**src/rtl/baud_tick_pkg.sv**
```systemverilog
package baud_tick_pkg;
  typedef enum logic {
    MODE_DIVIDE = 1'b0,
    MODE_PHASE  = 1'b1
  } tick_mode_e;
endpackage

```
**src/rtl/btg_int_divider.sv**
```systemverilog
// Integer engine: counts down from rate-1 and hits when the count is zero.
module btg_int_divider #(
  parameter int W = 16
) (
  input  logic         clk,
  input  logic         rst_n,
  input  logic         en,
  input  logic [W-1:0] rate,
  output logic         hit
);
  logic [W-1:0] cnt_q;
  logic [W-1:0] eff_rate;
  logic [W-1:0] reload;

  // a zero rate word is treated as one.
  assign eff_rate = (rate == '0) ? W'(1) : rate;
  assign reload   = eff_rate - W'(1);
  assign hit      = en && (cnt_q == '0);

  always_ff @(posedge clk or negedge rst_n) begin
    if (!rst_n) begin
      cnt_q <= '0;
    end else if (!en) begin
      cnt_q <= '0;
    end else if (cnt_q == '0) begin
      cnt_q <= reload;
    end else begin
      cnt_q <= cnt_q - W'(1);
    end
  end
endmodule

```
**src/rtl/btg_phase_accum.sv**
```systemverilog
// Fractional engine: adds the increment every clock, hits on carry-out.
module btg_phase_accum #(
  parameter int W = 16
) (
  input  logic         clk,
  input  logic         rst_n,
  input  logic         en,
  input  logic [W-1:0] incr,
  output logic         hit
);
  logic [W-1:0] phase_q;
  logic [W:0]   sum;

  assign sum = {1'b0, phase_q} + {1'b0, incr};
  assign hit = en && sum[W];

  always_ff @(posedge clk or negedge rst_n) begin
    if (!rst_n) begin
      phase_q <= '0;
    end else if (!en) begin
      phase_q <= '0;
    end else begin
      phase_q <= sum[W-1:0];
    end
  end
endmodule

```
**src/rtl/btg_tick_select.sv**
```systemverilog
// Picks the active engine's hit and registers it as the output tick.
module btg_tick_select
  import baud_tick_pkg::*;
(
  input  logic       clk,
  input  logic       rst_n,
  input  logic       run,
  input  tick_mode_e mode,
  input  logic       div_hit,
  input  logic       acc_hit,
  output logic       tick
);
  logic pick;

  always_comb begin
    unique case (mode)
      MODE_PHASE:  pick = acc_hit;
      default:     pick = div_hit;
    endcase
  end

  always_ff @(posedge clk or negedge rst_n) begin
    if (!rst_n) begin
      tick <= 1'b0;
    end else begin
      tick <= run && pick;
    end
  end
endmodule

```
**src/rtl/baud_tick_gen.sv**
```systemverilog
module baud_tick_gen
  import baud_tick_pkg::*;
#(
  parameter int RATE_W = 16
) (
  input  logic              clk,
  input  logic              rst_n,
  input  logic              run,
  input  logic              frac_mode,
  input  logic [RATE_W-1:0] rate,
  output logic              tick
);
  localparam int ACC_W = RATE_W;

  tick_mode_e mode_sel;
  logic       div_en;
  logic       acc_en;
  logic       div_hit;
  logic       acc_hit;

  assign mode_sel = tick_mode_e'(frac_mode);
  assign div_en   = run && (mode_sel == MODE_DIVIDE);
  assign acc_en   = run && (mode_sel == MODE_PHASE);

  btg_int_divider #(.W(RATE_W)) div_i (
    .clk   (clk),
    .rst_n (rst_n),
    .en    (div_en),
    .rate  (rate),
    .hit   (div_hit)
  );

  btg_phase_accum #(.W(ACC_W)) acc_i (
    .clk   (clk),
    .rst_n (rst_n),
    .en    (acc_en),
    .incr  (rate),
    .hit   (acc_hit)
  );

  btg_tick_select sel_i (
    .clk     (clk),
    .rst_n   (rst_n),
    .run     (run),
    .mode    (mode_sel),
    .div_hit (div_hit),
    .acc_hit (acc_hit),
    .tick    (tick)
  );
endmodule

```
**config.mk**
```make
export PLATFORM = sky130hd
export DESIGN_NAME = baud_tick_gen
export DESIGN_NICKNAME = d
export VERILOG_FILES = /design/src/rtl/baud_tick_pkg.sv /design/src/rtl/btg_int_divider.sv /design/src/rtl/btg_phase_accum.sv /design/src/rtl/btg_tick_select.sv /design/src/rtl/baud_tick_gen.sv
export SDC_FILE = /design/constraint.sdc
export NUM_CORES = 1
export LEC_CHECK = 0
export BUFFER_PORTS_ARGS = -buffer_cell sky130_fd_sc_hd__buf_2
export CAP_MARGIN = 20
export CORE_MARGIN = 2
export CORE_UTILIZATION = 60
export CTS_CLUSTER_DIAMETER = 200
export DETAILED_ROUTE_END_ITERATION = 8
export PLACE_DENSITY = 0.89
export SKIP_LAST_GASP = 1
export SLEW_MARGIN = 0
export SYNTH_ARGS = -nofsm -noshare
export SYNTH_HDL_FRONTEND = slang
export SYNTH_SLANG_ARGS = --single-unit
```
**constraint.sdc**
```tcl
create_clock -name clk -period 3.25 [get_ports clk]
set_input_delay 0.325 -clock clk [delete_from_list [all_inputs] [get_ports clk]]
set_output_delay 0.325 -clock clk [all_outputs]
set_load 0.01 [all_outputs]
```
==> impl_metrics.tcl <==
set metrics [dict create \
    status "finished, final reports clean" \
    tritoncts "done" \
    synth_edf_count 0 \
    ir_drop_mv 0.384 \
    switching_share 0.454 \
    dieArea_mm2 0.00441 \
    clk-insertion-delay-late_ns 0.29 \
    synth_nets 294 \
    vias 2142 \
    maxCapViolCount 0 \
    antenna_cells 0 \
    p_clk_frac 0.126 \
    multi_input_area_mm2 0.00144 \
    grt_pass1_vias 1997 \
    clk_pin_slew_worst_paths_ns 0.06 \
    grt_setup_unrepaired "false" \
    tns_ns 0 \
    ys_ff_latch 33 \
    synth_top_flop_cell "dfrtp_1" \
    start_util 0.630 \
    htreeDepth 2 \
    gr-total-overflow 0 \
    cts-hold-fix-buffers 0 \
    port_buffers 20 \
    finalWorstPathRequiredPeriod_ns 2.68 \
    area_growth_pct 9.04 \
    final_cell_mix "dfrtp_1 (33), nor2_1 (32), buf_2 (20)" \
    power.leakage_nw 1.17 \
    first_iter_violations 189 \
    gr-usage-all-layers 0.279 \
    ant_nets 0 \
    hold_violations 0 \
    power_w 0.00240 \
    comb_power_share 0.634 \
    syn_area_mm2 0.00234 \
    worst-path-max-fanout 8 \
    p_per_area_mw_per_mm2 941 \
    grt_pass1_wl_um 9190 \
    netlist_instances 256 \
    finClkSkew_ns 0.00256 \
    ctsLongestPathBuffers 2 \
    finalCritPeriodShare 0.823 \
    r2r_cells 11 \
    syn_area_per_cell_um2 9.14 \
    hpwl_um 4040 \
    firstDrtPassIters 6 \
    cts_buffers 5 \
    via_per_inst 6.53 \
    gp_congestion 0.968 \
    die_y_um 66.4 \
    cts.repair.resized 0 \
    tightest_slew_ns 0.731 \
    max-slew-margin-rel 0.512 \
    worstSetupPathType "reg2reg" \
    ys_types 56 \
    regArea_um2 826 \
    ios 21 \
    setup.worst_path.end_class "flip-flop" \
    yosysSeqAreaShare 0.353 \
    finalSetupViolations 0 \
    wl_per_cell_um 16.8 \
    fmax_mhz 374 \
    final_common_cell "dfrtp_1" \
    cp_data_required_time_ns 3.40 \
    cts_sinks 33 \
    antenna_found_initial 0 \
    core_mm2 0.00372 \
    drc 0 \
    fill_cells 305 \
    pwr-share-seq 0.240 \
    die_w_um 66.4 \
    hold_class "in2async" \
    wirelength_um 5520 \
    p_int_w 0.00131 \
    rows 22 \
    drive_gt1_frac 0.154 \
    start_kind "flip-flop" \
    worstPathArrival_ns 2.82 \
    fin_nets 317 \
    final-max-slew-violation-count 0 \
    yosysWarnings 0 \
    post_cts_buffers 0 \
    grt_max_degree 34 \
    async_flop_share 1.00 \
    root_buffer "clkbuf_8" \
    netSwitchingPower_w 0.00109 \
]
-- power groups by stage --
stage / logic, W / registers (W) / clock network (W)
2_1_floorplan: 0.00128 / 0.000563 / 0
3_3_place_gp: 0.00148 / 0.000574 / 0
3_5_place_dp: 0.00149 / 0.000580 / 0
4_1_cts: 0.00150 / 0.000573 / 0.000308
5_1_grt: 0.00167 / 0.000584 / 0.000328
6_report: 0.00152 / 0.000576 / 0.000302
-- critical path, cell delays in order (launching register included) --
cell and delay, ns:
dfrtp_1 0.40, or4_4 0.59, nor4_4 0.40, nand2_1 0.18, nor2_1 0.19, nor2_1 0.06
ha_1 0.20, nand2_1 0.08, a31oi_2 0.09, nand4_1 0.17, xnor2_1 0.12, nor2_1 0.06
-- stage by stage --
stage                     area (µm²)  utilization  std cells  hold slack [ns]  worst slack (ns)
after floorplan                 2340            -        256           0.0294             0.580
after global placement          2470        0.665        320            0.435             0.664
after detailed placement        2470        0.665        320            0.427             0.595
after CTS                       2550        0.687        328            0.112             0.578
after global routing            2550        0.687        328            0.145             0.348
final                           2550        0.687        328           0.0771             0.575
-- final cells by class --
cell class / instances / share of cell area
clock buffers: 8 / 0.0314
inverters: 7 / 0.0103
multi-input cells: 209 / 0.563
flip-flops and latches: 33 / 0.324
well taps: 48 / 0.0235
repair buffers: 23 / 0.0481
-- Yosys cell counts (3+ instances only) --
library cell | n | share of area
nand4_1 | 6 | 0.016
a21oi_1 | 19 | 0.041
xnor2_1 | 10 | 0.037
mux2i_1 | 3 | 0.013
ha_1 | 17 | 0.091
inv_1 | 7 | 0.011
nand3_1 | 13 | 0.028
a31oi_1 | 9 | 0.024
o21ai_0 | 6 | 0.013
dfrtp_1 | 33 | 0.35
and2_1 | 3 | 0.0080
nor3_1 | 12 | 0.026
nand2b_1 | 3 | 0.0080
nor2_1 | 32 | 0.051
or4_1 | 4 | 0.013
clkbuf_1 | 3 | 0.0048
a21o_1 | 4 | 0.013
or3_1 | 5 | 0.013
xor2_1 | 5 | 0.019
a211oi_1 | 4 | 0.013
nand2_1 | 10 | 0.016
or2_2 | 4 | 0.011
a21oi_2 | 3 | 0.011
-- cells by family after synthesis --
family / Yosys count / share of synthesized area
xor gates and xnor gates: 15 / 0.0561
AOI/OAI and AO/OA: 67 / 0.201
adders and majority gates: 18 / 0.0995
and+or+nand+nor: 105 / 0.240
muxes: 4 / 0.0176
buffers and inverters: 14 / 0.0332
DFF: 33 / 0.353
-- flip-flops by register name (all words and copies together), names as in the netlist --
register / cells
sel_i.tick: 1
div_i.cnt_q: 16
acc_i.phase_q: 16
-- layer usage --
layer	global-route usage	up-vias	part of all wire	wire, µm
li1	-	1012	-	-
met1	0.362	1027	0.43	2360
met2	0.449	93	0.49	2690
met3	0.0681	10	0.068	373
met4	0.102	0	0.019	104
met5	0	-	0	0
-- path summary, 6_finish.rpt --
kind                                                start                          end  slack [ns]
worst min register to register   div_i.cnt_q[0]$_DFF_PN0_     div_i.cnt_q[0]$_DFF_PN0_        0.55
max in group asynchronous                           rst_n    div_i.cnt_q[10]$_DFF_PN0_        2.69
min in group clk                                frac_mode  acc_i.phase_q[14]$_DFF_PN0_        0.38
worst max-delay path            div_i.cnt_q[11]$_DFF_PN0_    div_i.cnt_q[12]$_DFF_PN0_        0.57
worst max register to register  div_i.cnt_q[11]$_DFF_PN0_    div_i.cnt_q[12]$_DFF_PN0_        0.57
worst min-delay path                                rst_n     div_i.cnt_q[3]$_DFF_PN0_        0.08
(Power assumes the default switching activity.)
